==> src/rtl/addsub_disp_pkg.sv <==
package addsub_disp_pkg;
  localparam int OPW = 4;
  localparam int SEGW = 7;

  localparam logic [SEGW-1:0] SEG_BLANK = 7'h00;
  localparam logic [SEGW-1:0] SEG_MINUS = 7'h40;
  localparam logic [SEGW-1:0] SEG_LTR_F = 7'h71;
  localparam logic [SEGW-1:0] SEG_ZERO  = 7'h3F;

  // Decimal digit to segment pattern, bit0 = a ... bit6 = g, active high.
  function automatic logic [SEGW-1:0] dec_to_seg(input logic [OPW-1:0] d);
    logic [SEGW-1:0] s;
    case (d)
      4'd0: s = 7'h3F;
      4'd1: s = 7'h06;
      4'd2: s = 7'h5B;
      4'd3: s = 7'h4F;
      4'd4: s = 7'h66;
      4'd5: s = 7'h6D;
      4'd6: s = 7'h7D;
      4'd7: s = 7'h07;
      4'd8: s = 7'h7F;
      4'd9: s = 7'h6F;
      default: s = SEG_BLANK;
    endcase
    return s;
  endfunction

  // Absolute value of a two's-complement word, read back as unsigned.
  // Negation is invert-then-increment with a bitwise carry walk, so the
  // most negative code maps to itself and reads as its unsigned magnitude.
  function automatic logic [OPW-1:0] twos_mag(input logic [OPW-1:0] v);
    logic [OPW-1:0] inv;
    logic [OPW-1:0] m;
    logic c;
    if (!v[OPW-1]) return v;
    inv = ~v;
    c = 1'b1;
    for (int i = 0; i < OPW; i++) begin
      m[i] = inv[i] ^ c;
      c    = inv[i] & c;
    end
    return m;
  endfunction
endpackage

==> src/rtl/fa_cell.sv <==
module fa_cell (
  input  logic a_i,
  input  logic b_i,
  input  logic c_i,
  output logic s_o,
  output logic c_o
);
  logic half_x;
  assign half_x = a_i ^ b_i;
  assign s_o    = half_x ^ c_i;
  assign c_o    = (a_i & b_i) | (half_x & c_i);
endmodule

==> src/rtl/addsub_ripple.sv <==
module addsub_ripple #(
  parameter int W = 4
) (
  input  logic [W-1:0] a_i,
  input  logic [W-1:0] b_i,
  input  logic         sub_i,
  output logic [W-1:0] res_o,
  output logic         ovf_o
);
  logic [W-1:0] b_eff;
  logic [W:0]   carry;

  assign b_eff    = b_i ^ {W{sub_i}};
  assign carry[0] = sub_i;

  for (genvar g = 0; g < W; g++) begin : g_stage
    fa_cell u_fa (
      .a_i(a_i[g]),
      .b_i(b_eff[g]),
      .c_i(carry[g]),
      .s_o(res_o[g]),
      .c_o(carry[g+1])
    );
  end

  assign ovf_o = carry[W] ^ carry[W-1];

  // Overflow seen from the signs: like-signed effective inputs, unlike result.
  always_comb begin
    AST_OVF_SIGN_RULE: assert (ovf_o == ((a_i[W-1] == b_eff[W-1]) && (res_o[W-1] != a_i[W-1])));
  end
endmodule

==> src/rtl/signed_digit_pair.sv <==
module signed_digit_pair
  import addsub_disp_pkg::*;
(
  input  logic [OPW-1:0]  val_i,
  input  logic            ovf_i,
  output logic [SEGW-1:0] sign_seg_o,
  output logic [SEGW-1:0] mag_seg_o
);
  logic [OPW-1:0] mag;
  logic           is_neg;

  assign is_neg = val_i[OPW-1];
  assign mag    = twos_mag(val_i);

  always_comb begin
    if (ovf_i) begin
      sign_seg_o = SEG_ZERO;
      mag_seg_o  = SEG_LTR_F;
    end else begin
      sign_seg_o = is_neg ? SEG_MINUS : SEG_BLANK;
      mag_seg_o  = dec_to_seg(mag);
    end
  end

  always_comb begin
    AST_SIGN_SHAPE: assert (ovf_i || $onehot0(sign_seg_o) && (sign_seg_o[5:0] == 6'd0));
    AST_MAG_LIT: assert (ovf_i || mag_seg_o != SEG_BLANK);
    AST_NEG_NONZERO: assert (ovf_i || !is_neg || mag_seg_o != SEG_ZERO);
  end
endmodule

==> src/rtl/addsub_disp_top.sv <==
module addsub_disp_top
  import addsub_disp_pkg::*;
(
  input  logic [7:0]      sw_i,
  input  logic            sub_hold_i,
  output logic [SEGW-1:0] hex5_o,
  output logic [SEGW-1:0] hex4_o,
  output logic [SEGW-1:0] hex3_o,
  output logic [SEGW-1:0] hex2_o,
  output logic [SEGW-1:0] hex1_o,
  output logic [SEGW-1:0] hex0_o,
  output logic [7:0]      led_o
);
  logic [OPW-1:0] op_a;
  logic [OPW-1:0] op_b;
  logic [OPW-1:0] res;
  logic           res_ovf;

  assign op_a = sw_i[2*OPW-1:OPW];
  assign op_b = sw_i[OPW-1:0];

  addsub_ripple #(.W(OPW)) u_arith (
    .a_i  (op_a),
    .b_i  (op_b),
    .sub_i(sub_hold_i),
    .res_o(res),
    .ovf_o(res_ovf)
  );

  signed_digit_pair u_disp_a (
    .val_i(op_a), .ovf_i(1'b0), .sign_seg_o(hex5_o), .mag_seg_o(hex4_o)
  );
  signed_digit_pair u_disp_b (
    .val_i(op_b), .ovf_i(1'b0), .sign_seg_o(hex3_o), .mag_seg_o(hex2_o)
  );
  signed_digit_pair u_disp_r (
    .val_i(res), .ovf_i(res_ovf), .sign_seg_o(hex1_o), .mag_seg_o(hex0_o)
  );

  assign led_o = '0;

  always_comb begin
    AST_NO_OVERFLOW: assert (res_ovf || hex1_o == (res[OPW-1] ? SEG_MINUS : SEG_BLANK));
    AST_OVF_DIGITS: assert (!res_ovf || (hex1_o == SEG_ZERO && hex0_o == SEG_LTR_F));
    AST_OP_A_SIGN: assert (hex5_o == (sw_i[7] ? SEG_MINUS : SEG_BLANK));
  end
endmodule

==> config.mk <==
export PLATFORM = sky130hd
export DESIGN_NAME = addsub_disp_top
export DESIGN_NICKNAME = d
export VERILOG_FILES = /design/src/rtl/addsub_disp_pkg.sv /design/src/rtl/fa_cell.sv /design/src/rtl/addsub_ripple.sv /design/src/rtl/signed_digit_pair.sv /design/src/rtl/addsub_disp_top.sv
export SDC_FILE = /design/constraint.sdc
export NUM_CORES = 1
export LEC_CHECK = 0
export BUFFER_PORTS_ARGS = -buffer_cell sky130_fd_sc_hd__buf_2
export CAP_MARGIN = 40
export CORE_MARGIN = 4
export CORE_UTILIZATION = 25
export DETAILED_ROUTE_END_ITERATION = 8
export GPL_TIMING_DRIVEN = 1
export PLACE_DENSITY = 0.49
export SYNTH_ARGS = -nofsm -noshare
export SYNTH_HDL_FRONTEND = slang
export SYNTH_SLANG_ARGS = --single-unit
==> constraint.sdc <==
create_clock -name vclk -period 3.5
set_clock_uncertainty 0.1 [all_clocks]
set_input_delay 0.175 -clock vclk [all_inputs]
set_output_delay 0.175 -clock vclk [all_outputs]
set_load 0.005 [all_outputs]
Word-level counts from Yosys, hierarchy flattened
Memory sizes are Yosys's and may differ from the RTL's.
Cells that the tools add are included.
- memory bits (read-only): 336
- memories kept: 3
- register bits after elaboration: 0
- bits of input ports: 9
- mux-type cells: 8
- bitwise logic cells: 43
- memories (memory ; words ; width ; rd ports ; clocked after memory_dff ; wr ports ; RTL line ; source):
    (name not given) ; 16 ; 7 ; 1 ; 0 ; 0 ; addsub_disp_pkg.sv:13 ; case (d)
    (name not given) ; 16 ; 7 ; 1 ; 0 ; 0 ; addsub_disp_pkg.sv:13 ;
    (name not given) ; 16 ; 7 ; 1 ; 0 ; 0 ; addsub_disp_pkg.sv:13 ;
- operators with widths (kind ; number):
    two-way mux 7 bit ; 5
    XOR 1 bit ; 18
    bitwise AND 1 bit ; 14
    two-way mux 4 bit ; 3
    NOT 4 bit ; 3
    bitwise OR 1 bit ; 4
    XOR 4 bit ; 1
    NOT 1 bit ; 3

Depth between registers and ports, before layout
Gate-level depths: netlist (run 1).
An unclocked memory read counts as a cell.
- word-level depth: 16
- gate-level depth with buffers: 11
- mapped depth without buffers: 10

Hierarchy
From an unflattened synthesis (run 1), not the netlist that was laid out.
- cell total of the unflattened synthesis: 155
- area total of the unflattened synthesis: 1201.2 µm²
- by module, submodules not included (module ; cells an instance ; instances ; area an instance (µm²) ; sequential area each (µm²)):
    signed_digit_pair (u_disp_b ...) ; 42 ; 2 ; 320.3 ; 0.0
    signed_digit_pair (u_disp_a) ; 53 ; 1 ; 372.9 ; 0.0
    fa_cell ; 1 ; 4 ; 20.0 ; 0.0
    addsub_disp_top ; 9 ; 1 ; 63.8 ; 0.0
    addsub_ripple ; 5 ; 1 ; 43.8 ; 0.0

Worst setup path before layout (run 1)
Ideal clock, no wire load.
- path kind: input-to-output
- start point: input port sw_i[0]
- end point: output port hex0_o[3]
- required time: 3.225 ns
- slack: 0.758 ns
- stages: 11
- data arrival time: 2.467 ns
- path buffers: 1
- path through: mux2_2 fa_1 inv_1 fa_1 fa_1 buf_6 nand2_1 o21ai_0 ha_1 nor2_1 a221oi_1
- longest elaborated chain between the ends: 14
- ends and longest elaborated chain (element ; RTL line ; source):
    start, declared ; addsub_disp_top.sv:4 ; input logic [7:0] sw_i,
    XOR 4 bit (*) ; addsub_ripple.sv:13 ; assign b_eff = b_i ^ {W{sub_i}};
    XOR 1 bit ; fa_cell.sv:9 ; assign half_x = a_i ^ b_i;
    bitwise AND 1 bit ; fa_cell.sv:11 ; assign c_o = (a_i & b_i) | (half_x & c_i);
    bitwise OR 1 bit ; fa_cell.sv:11 ;
    bitwise AND 1 bit ; fa_cell.sv:11 ;
    bitwise OR 1 bit ; fa_cell.sv:11 ;
    bitwise AND 1 bit ; fa_cell.sv:11 ;
    bitwise OR 1 bit ; fa_cell.sv:11 ;
    XOR 1 bit ; fa_cell.sv:10 ; assign s_o = half_x ^ c_i;
    NOT 4 bit ; addsub_disp_pkg.sv:37 ; inv = ~v;
    XOR 1 bit ; addsub_disp_pkg.sv:40 ; m[i] = inv[i] ^ c;
    two-way mux 4 bit ; addsub_disp_pkg.sv:37 ;
    memory (16 x 7 bit) ; -- ;
    two-way mux 7 bit (*) ; signed_digit_pair.sv:16 ; if (ovf_i) begin
    end, declared ; addsub_disp_top.sv:11 ; output logic [SEGW-1:0] hex0_o,
Every way passes the cells marked *; elsewhere a longest branch is shown, timed or not.

Worst setup path after layout (run 1)
Same ends and word-level chain as after synthesis.

==> results of run 1 <==
## stage by stage
stage,hold slack (ns),cell area (sq um)
3_5_place_dp,0.548,1250
2_1_floorplan,0.331,1230
5_1_grt,0.563,1250
6_report,0.540,1250
3_3_place_gp,0.546,1250
4_1_cts,0.546,1250
## cells by family (layout without fill, tap and decap cells)
kind of cell	count (synthesis)	after routing	synth area share [%]
buffers and inverters	46	54	25.1
and+or+nand+nor	43	43	18.3
AOI/OAI and AO/OA	32	32	18.0
adders and majority gates	23	23	26.9
muxes	6	6	6.28
xor gates and xnor gates	5	5	5.09
other	1	20	0.325
## Yosys cell counts, types with 3 or more instances
cell / instances
nand2_1: 12
o21ai_1: 4
a21o_1: 3
nand2b_1: 6
nor2_1: 12
fa_1: 3
a21oi_1: 6
nor2b_1: 3
a31oi_1: 7
buf_4: 29
inv_1: 14
ha_1: 20
mux2_2: 4
## power breakdown
group          leakage, uW  total, uW  internal [uW]  switching, uW
clock                    0          0              0              0
sequential               0          0              0              0
combinational     0.000667        355            162            192
total             0.000667        355            162            192
## worst max-delay path, stage by stage
cell and delay [ns]:
buf_2 0.15, mux2_2 0.36, fa_1 0.37, inv_1 0.08, fa_1 0.25, fa_1 0.56
nand2_1 0.10, o21ai_0 0.08, ha_1 0.31, nor2_1 0.05, a221oi_1 0.23, buf_2 0.16
## final timing paths
kind              startpoint        end
setup / recovery     sw_i[0]  hex0_o[3]
hold / removal       sw_i[7]  hex5_o[6]
## metal layers
| metal | track usage, % | wire length, um | vias up | part of all wire [%] |
|---|---|---|---|---|
| met4 | 0 | 0 | 0 | 0 |
| li1 | - | - | 531 | - |
| met3 | 0.474 | 124 | 0 | 5.0 |
| met5 | 0 | 0 | - | 0 |
| met1 | 10.8 | 1140 | 452 | 46 |
| met2 | 15.2 | 1200 | 30 | 49 |
## cell usage in the layout (no fill, tap or decap)
cell	n
a21oi_2	1
buf_2	39
or2_1	1
a22o_1	1
nor2b_1	3
xnor2_1	2
inv_2	1
nor2_1	12
ha_1	20
nand2b_1	6
nand2_1	12
nor3b_1	1
o21ai_1	4
nand3_1	2
xor2_1	1
o31ai_1	2
or3_1	2
xnor2_2	1
fa_1	3
a211o_1	1
a21oi_1	6
a41oi_1	1
a21o_1	3
conb_1	20
nand3b_1	1
xor2_2	1
mux2i_2	2
or3b_4	1
a221oi_1	1
inv_1	14
o21ai_0	2
a31oi_1	7
mux2_2	4
o21bai_1	1
nor3_1	2
a21boi_1	2
## layout make-up
class	count	area, sq um	share of cell area (%)
Tap cell	52	65.1	5.19
Multi-Input combinational cell	129	936	74.7
Timing Repair Buffer	39	195	15.6
Inverter	15	56.3	4.50
==> results by group, run 1 <==
Floorplan
  • Die height: 76.0 um
  • Starting Density: 26.2%
  • Row cnt: 24
  • # IOs: 59
  • Die area: approximately 0.0058 sq mm
  • Total core area: 0.00441 sq mm
  • Die width: 76.0 um

Routing
  • DR WL/cell: around 10 um
  • Iter 0 DRT Violations: 35
  • Vias: just over 1k
  • DRC: 0
  • DRT Pass-1 Iters: 4
  • Drt total wl: 2460 um
  • Antenna Violating Nets Remaining: 0
  • Vias per inst: 4.31

Layout
  • Num sequential: 0
  • Final #Nets: 217
  • Diode count: 0
  • Post-Layout Cell Count: between 200 and 250
  • FILL cells: ~530
  • Syn-to-layout area delta: 8.45%
  • Register area: 0 sq um
  • Final Util: 28.4%
  • Clock Buffer Count: 0
  • Share of layout cells above drive strength 1: 27.3%

Logic synthesis
  • Area leader, netlist: ha_1
  • Top cells by area, synth: ha_1 (22%), buf_4 (19%), fa_1 (5.2%), inv_1 (4.6%), mux2_2 (3.9%)
  • Share of the synthesized area in the top cell type: ~22%
  • Library cells used by synthesis: 38
  • Sequential element share of the synthesized area: 0%
  • Cells after Synth: 156
  • Synthesized area: 0.00115 sq mm
  • Yosys warning count: 0
  • Post-Syn Area per Cell: 7.40 sq um

Timing
  • Hold Fails Final Rpt: 0
  • Crit path time final: 3.15 ns
  • Slew Limit Fails: 0
  • RSZ-0062 raised after global routing: no
  • Final TNS setup: 0 ns
  • Crit share post-route: 89.9%
  • Number of setup violations in the final report: 0
  • Worst Slack Setup Final: 0.354 ns
  • FMAX: 0.318 GHz

Worst setup path
  • Critical path required time: 3.22 ns
  • Critical Path Fanout Max: 10
  • Worst Path Arrival: 2.87 ns
  • Crit path kind: in2out
  • Crit end category: primary output
  • CP Launch Type: input port

Placement
  • Placer Congestion: 0.768
  • Post-DP HPWL: 2160 um
  • PortBufs: 39
  • Setup WS pre-CTS: 0.341 ns
  • Placed Cells: around 240

Clock tree
  • Post-CTS Hold Buffers: 0
  • CTS resizes: 0
  • Postcts setup bufs: 0

Run
  • Max cap viols: 0

GRT
  • Largest net degree at the start of global routing: 13
  • Initial antenna violation count: 0
  • First-pass GRT wire length: 4310 um
  • Gr usage total: 8.12%
  • Grt ovf: 0
  • Vias in the first global route: slightly below 1k

Pwr
  • VDD IR max: 84.8 uV
  • Power Density: 283 mW/mm^2
  • Final Total Pwr: 355 uW
  • P_leak: around 0.00067 uW

Min path
  • HP Class: in2out
  • Hold Path Cell Cnt: 2

Run status
  • Status: finished clean
Note: power is estimated with default switching activity, not from simulation.
==> inputs of run 2 (changes only) <==
--- a/config.mk
+++ b/config.mk
@@ -8,10 +8,12 @@
 export BUFFER_PORTS_ARGS = -buffer_cell sky130_fd_sc_hd__buf_2
 export CAP_MARGIN = 40
 export CORE_MARGIN = 4
-export CORE_UTILIZATION = 25
+export CORE_UTILIZATION = 49
 export DETAILED_ROUTE_END_ITERATION = 8
+export GPL_ROUTABILITY_DRIVEN = 0
 export GPL_TIMING_DRIVEN = 1
-export PLACE_DENSITY = 0.49
+export PLACE_DENSITY = 0.85
+export RECOVER_POWER = 25
 export SYNTH_ARGS = -nofsm -noshare
 export SYNTH_HDL_FRONTEND = slang
 export SYNTH_SLANG_ARGS = --single-unit
==> run 2 against run 1 <==
Sequential share of layout area stayed put. Design area fell by 2.7%. Largest power group unchanged. Global-route usage grew 4.2 points. Largest cell class unchanged. Via count grew 1.1%. Non-clock buffer count did not move. Routed wire length fell by 11%.
==> results by group, run 2 (synthesis results as in run 1) <==
Timing
  • Final TNS setup: 0 ns (unchanged)
  • Crit share post-route: 90.7% (was 89.9%)
  • Number of setup violations in the final report: 0 (unchanged)
  • Crit path time final: 3.18 ns (was 3.15 ns)
  • RSZ-0062 raised after global routing: no (unchanged)
  • FMAX: 0.315 GHz (was 0.318 GHz)
  • Hold Fails Final Rpt: 0 (unchanged)
  • Hold WS: 0.606 ns (was 0.540 ns)
  • Slew Limit Fails: 0 (unchanged)

Floorplan
  • Starting Density: 51.7% (was 26.2%)
  • Row cnt: 17 (was 24)
  • Die height: 56.5 um (was 76.0 um)
  • Die width: 56.5 um (was 76.0 um)
  • Total core area: 0.00223 sq mm (was 0.00441 sq mm)
  • # IOs: 59 (unchanged)
  • Die area: 0.00320 sq mm (was 0.00577 sq mm)

GRT
  • Largest net degree at the start of global routing: 13 (unchanged)
  • Vias in the first global route: 857 (was 964)
  • Grt ovf: 0 (unchanged)
  • First-pass GRT wire length: 3450 um (was 4310 um)
  • Gr usage total: 12.3% (was 8.12%)
  • Initial antenna violation count: 0 (unchanged)

Worst setup path
  • Worst Path Arrival: 2.90 ns (was 2.87 ns)
  • Most used cell, CP: fa_1 (unchanged)
  • Crit path cell chain: clkbuf_1 -> mux2_2 -> fa_1 -> inv_1 -> fa_1 -> fa_1 -> o21ai_0 -> ha_1 -> nor2_1 -> a221oi_1 -> buf_2 (was buf_2 -> mux2_2 -> fa_1 -> inv_1 -> fa_1 -> fa_1 -> nand2_1 -> o21ai_0 -> ha_1 -> nor2_1 -> a221oi_1 -> buf_2)
  • Critical path required time: 3.22 ns (about the same)
  • Crit path kind: in2out (unchanged)
  • Slowest CP cell: fa_1 (unchanged)
  • Crit end category: primary output (unchanged)
  • Slowest stage delay, CP: 0.71 ns (was 0.56 ns)
  • CP Launch Type: input port (unchanged)
  • Critical Path Fanout Max: 10 (unchanged)

Layout
  • Num sequential: 0 (unchanged)
  • Commonest non-fill, non-tap cell in the layout: buf_2 (unchanged)
  • Share of layout cells above drive strength 1: 24.6% (was 27.3%)
  • Syn-to-layout area delta: 5.53% (was 8.45%)
  • FILL cells: 218 (was 525)
  • Clock Buffer Count: 0 (unchanged)
  • Register area: 0 sq um (unchanged)
  • Final #Nets: 217 (unchanged)
  • Final Util: 54.6% (was 28.4%)
  • Most frequent cells in the layout: buf_2 (36), ha_1 (20), conb_1 (20) (was buf_2 (39), ha_1 (20), conb_1 (20))
  • Diode count: 0 (unchanged)

Clock tree
  • Postcts setup bufs: 0 (unchanged)
  • CTS resizes: 0 (unchanged)
  • Post-CTS Hold Buffers: 0 (unchanged)

Placement
  • Post-DP HPWL: 1910 um (was 2160 um)
  • PortBufs: 39 (unchanged)

Min path
  • Hold path startpoint: sw_i[7] (unchanged)
  • WHS Endpoint: hex5_o[6] (unchanged)
  • HP Class: in2out (unchanged)
  • Hold Path Cell Cnt: 2 (unchanged)

Pwr
  • Power Density: 288 mW/mm^2 (was 283 mW/mm^2)
  • VDD IR max: 158 uV (was 84.8 uV)
  • P_leak: 0.000659 uW (was 0.000667 uW)

Routing
  • DR WL/cell: 10.3 um (was 10.5 um)
  • Antenna Violating Nets Remaining: 0 (unchanged)
  • DRT Pass-1 Iters: 4 (unchanged)
  • Vias per inst: 4.85 (was 4.31)
  • Iter 0 DRT Violations: 22 (was 35)
  • Drt total wl: 2180 um (was 2460 um)
  • DRC: 0 (unchanged)
  • Vias: 1,024 (was 1,013)

Run
  • Max cap viols: 0 (unchanged)

Run status
  • Status: finished clean (unchanged)
[run 2: how the worst max path moves through the flow]
stage          startpoint   endpoint  slack (ns)  cells after the start
2_1_floorplan     sw_i[0]  hex0_o[3]        0.76                     11
3_3_place_gp      sw_i[0]  hex0_o[3]        0.41                     12
3_5_place_dp      sw_i[0]  hex0_o[3]        0.32                     12
4_1_cts           sw_i[0]  hex0_o[3]        0.32                     12
5_1_grt           sw_i[4]  hex0_o[3]         0.1                     11
6_report          sw_i[4]  hex0_o[3]        0.32                     11
[run 2: cell type report]
type / count / area, sq um / area share (%)
inverter: 15 / 56.3 / 4.62
tap: 28 / 35.0 / 2.87
timing repair buffer: 39 / 191 / 15.7
multi-input combinational: 129 / 936 / 76.8
[run 2: power breakdown]
| group | switching [uW] | internal [uW] | leakage, uW |
|---|---|---|---|
| combinational | 190 | 161 | 0.000659 |
| sequential | 0 | 0 | 0 |
| clock | 0 | 0 | 0 |
[run 2: worst max-delay path: cells and delay by family]
family,cells,cell delay (ns)
AO/OA/AOI/OAI,2,0.37
adder cells (fa/ha/maj),4,1.64
buffers and inverters,3,0.45
multiplexers,1,0.23
AND/OR/NAND/NOR,1,0.05
[run 2: metal layers]
metal / wire, um / share of wire (%) / track usage (%) / up-vias
met3: 179 / 8.2 / 1.38 / 0
li1: - / - / - / 530
met5: 0 / 0 / 0 / -
met1: 965 / 44 / 16.8 / 452
met4: 0 / 0 / 0 / 0
met2: 1030 / 47 / 21.9 / 42
[run 2: per-stage QoR]
| stage | total power, uW | instances | worst slack [ns] | area [sq um] |
|---|---|---|---|---|
| 5_1_grt | 394 | 211 | 0.0966 | 1220 |
| 6_report | 351 | 211 | 0.324 | 1220 |
| 3_5_place_dp | 353 | 211 | 0.320 | 1220 |
| 3_3_place_gp | 347 | 211 | 0.409 | 1220 |
| 4_1_cts | 354 | 211 | 0.315 | 1220 |
| 2_1_floorplan | 283 | 175 | 0.758 | 1230 |
==> inputs of run 3 (changes only) <==
==> constraint.sdc (replaced) <==
create_clock -name vclk -period 3.5
set_clock_uncertainty 0.1 [all_clocks]
set_input_delay 0.175 -clock vclk [all_inputs]
set_output_delay 0.175 -clock vclk [all_outputs]
set_load 0.02 [all_outputs]
==> run 3 against run 2 <==
First-iteration DRC count is 14% lower. Worst hold slack got worse by 0.021 ns. Setup slack worse by 0.018 ns. Design area fell by 0.21%. Die area unchanged. Flip-flop and latch count unchanged. Maximum frequency down 0.58%. Power rose by 31%. Utilization decreased by 0.11 points. Global-route usage up 0.38 points. Sequential share of layout area stayed put. Via count is 2.2% higher.
==> results by group, run 3 (synthesis results as in run 1) <==
Pwr
  • Sequential share of power: 0% (about the same)
  • Switch Pwr: 297 uW (was 190 uW)
  • P_leak: 0.000656 uW (was 0.000659 uW)
  • Cell Int Power: 163 uW (was 161 uW)
  • VDD IR max: 218 uV (was 158 uV)
  • Clock Power Share: 0% (about the same)
  • Net Sw Frac: 64.6% (was 54.1%)
  • Power Density: 379 mW/mm^2 (was 288 mW/mm^2)
  • Gate power share: 100.0% (about the same)

Layout
  • Post-Layout Cell Count: 211 (unchanged)
  • Final instance area: 0.00122 sq mm (about the same)
  • Clock Buffer Count: 0 (unchanged)
  • Final #Nets: 217 (unchanged)
  • Commonest non-fill, non-tap cell in the layout: buf_2 (unchanged)
  • Most frequent cells in the layout: buf_2 (34), ha_1 (20), conb_1 (20) (was buf_2 (36), ha_1 (20), conb_1 (20))
  • Num sequential: 0 (unchanged)
  • Register area: 0 sq um (unchanged)
  • Syn-to-layout area delta: 5.31% (was 5.53%)
  • FILL cells: 230 (was 218)
  • Share of layout cells above drive strength 1: 24.0% (was 24.6%)
  • Final Util: 54.5% (was 54.6%)
  • Diode count: 0 (unchanged)

Routing
  • DRT Pass-1 Iters: 5 (was 4)
  • Routed length on met3: 170 um (was 179 um)
  • DR WL/cell: 10.6 um (was 10.3 um)
  • Post-Route M1 WL: 1000 um (was 965 um)
  • WL met2: 1070 um (was 1030 um)
  • Drt total wl: 2250 um (was 2180 um)
  • Vias: 1,047 (was 1,024)
  • Iter 0 DRT Violations: 19 (was 22)
  • Top layer reached by signal wires: met3 (unchanged)
  • DRC: 0 (unchanged)
  • Vias per inst: 4.96 (was 4.85)
  • Antenna Violating Nets Remaining: 0 (unchanged)

Worst setup path
  • Most used cell, CP: fa_1 (unchanged)
  • Critical Path Fanout Max: 10 (unchanged)
  • Critical path required time: 3.22 ns (about the same)
  • Slowest CP cell: fa_1 (unchanged)
  • Crit path kind: in2out (unchanged)
  • Top Family by Delay on Critical Path: adder cells (unchanged)
  • Crit path cell chain: buf_2 -> mux2_2 -> fa_1 -> inv_1 -> fa_1 -> fa_1 -> nand2_1 -> o21ai_0 -> ha_1 -> nor2_1 -> a221oi_1 -> buf_2 (was clkbuf_1 -> mux2_2 -> fa_1 -> inv_1 -> fa_1 -> fa_1 -> o21ai_0 -> ha_1 -> nor2_1 -> a221oi_1 -> buf_2)
  • Origin of the worst setup path: sw_i[0] (was sw_i[4])
  • Worst Path Arrival: 2.92 ns (was 2.90 ns)
  • Crit path buffers/inverters: 3 (unchanged)
  • CP Launch Type: input port (unchanged)
  • Slowest stage delay, CP: 0.56 ns (was 0.71 ns)
  • Crit end category: primary output (unchanged)

Min path
  • HP Class: in2out (unchanged)
  • Hold path startpoint: sw_i[7] (unchanged)

Clock tree
  • Postcts setup bufs: 0 (unchanged)
  • Post-CTS Hold Buffers: 0 (unchanged)
  • CTS resizes: 0 (unchanged)

GRT
  • Largest net degree at the start of global routing: 13 (unchanged)
  • Initial antenna violation count: 0 (unchanged)
  • Gr usage total: 12.7% (was 12.3%)
  • Vias in the first global route: 879 (was 857)
  • Grt ovf: 0 (unchanged)
  • First-pass GRT wire length: 3570 um (was 3450 um)

Timing
  • FMAX: 0.313 GHz (was 0.315 GHz)
  • RSZ-0062 raised after global routing: no (unchanged)
  • Slew Limit Fails: 0 (unchanged)
  • Final TNS setup: 0 ns (unchanged)
  • Crit path time final: 3.19 ns (was 3.18 ns)
  • Number of setup violations in the final report: 0 (unchanged)
  • Hold Fails Final Rpt: 0 (unchanged)
  • Worst Slack Setup Final: 0.305 ns (was 0.324 ns)
  • Crit share post-route: 91.3% (was 90.7%)

Placement
  • Post-DP HPWL: 1940 um (was 1910 um)
  • Setup WS pre-CTS: 0.305 ns (was 0.320 ns)
  • PortBufs: 39 (unchanged)
  • Placement Cell Area: 0.00122 sq mm (unchanged)
  • Placed Cells: 211 (unchanged)

Floorplan
  • Starting Density: 51.7% (unchanged)
  • # IOs: 59 (unchanged)
  • Total core area: 0.00223 sq mm (unchanged)
  • Row cnt: 17 (unchanged)
  • Die area: 0.00320 sq mm (unchanged)
  • Die width: 56.5 um (unchanged)
  • Die height: 56.5 um (unchanged)

Run
  • Max cap viols: 0 (unchanged)

Run status
  • Status: finished clean (unchanged)
-- run 3: changes by cell type in the layout (fill, tap and decap cells not counted) --
cell and change:
buf_2 -2, mux2_2 +1, clkbuf_1 +2, mux2_1 -1
o21ai_0 -1, o21ai_1 +1
-- run 3: final timing paths --
kind | slack, ns | to | depth (start not counted)
hold / removal | 0.59 | hex5_o[6] | 2
setup / recovery | 0.31 | hex0_o[3] | 12
-- run 3: layer usage --
metal / track usage (%) / vias up
met2: 22.4 / 50
met4: 1.02 / 0
met1: 17.6 / 469
met3: 0.460 / 0
met5: 0 / -
li1: - / 528
-- run 3: area by class of cell --
| cell class | count | area [sq um] | share of cell area, % |
|---|---|---|---|
| inverters | 15 | 56.3 | 4.63 |
| repair buffers | 39 | 189 | 15.5 |
| well taps | 28 | 35.0 | 2.88 |
| multi-input cells | 129 | 936 | 77.0 |
-- run 3: power groups by stage --
stage                     clock [uW]  sequential [uW]  combinational (uW)
after CTS                          0                0                 463
after global routing               0                0                 503
after detailed placement           0                0                 461
final                              0                0                 461
after floorplan                    0                0                 393
after global placement             0                0                 456
-- run 3: metrics by stage --
step	hold WS [ns]	power, uW
2_1_floorplan	0.363	393
3_3_place_gp	0.573	456
3_5_place_dp	0.572	461
4_1_cts	0.575	463
5_1_grt	0.599	503
6_report	0.585	461
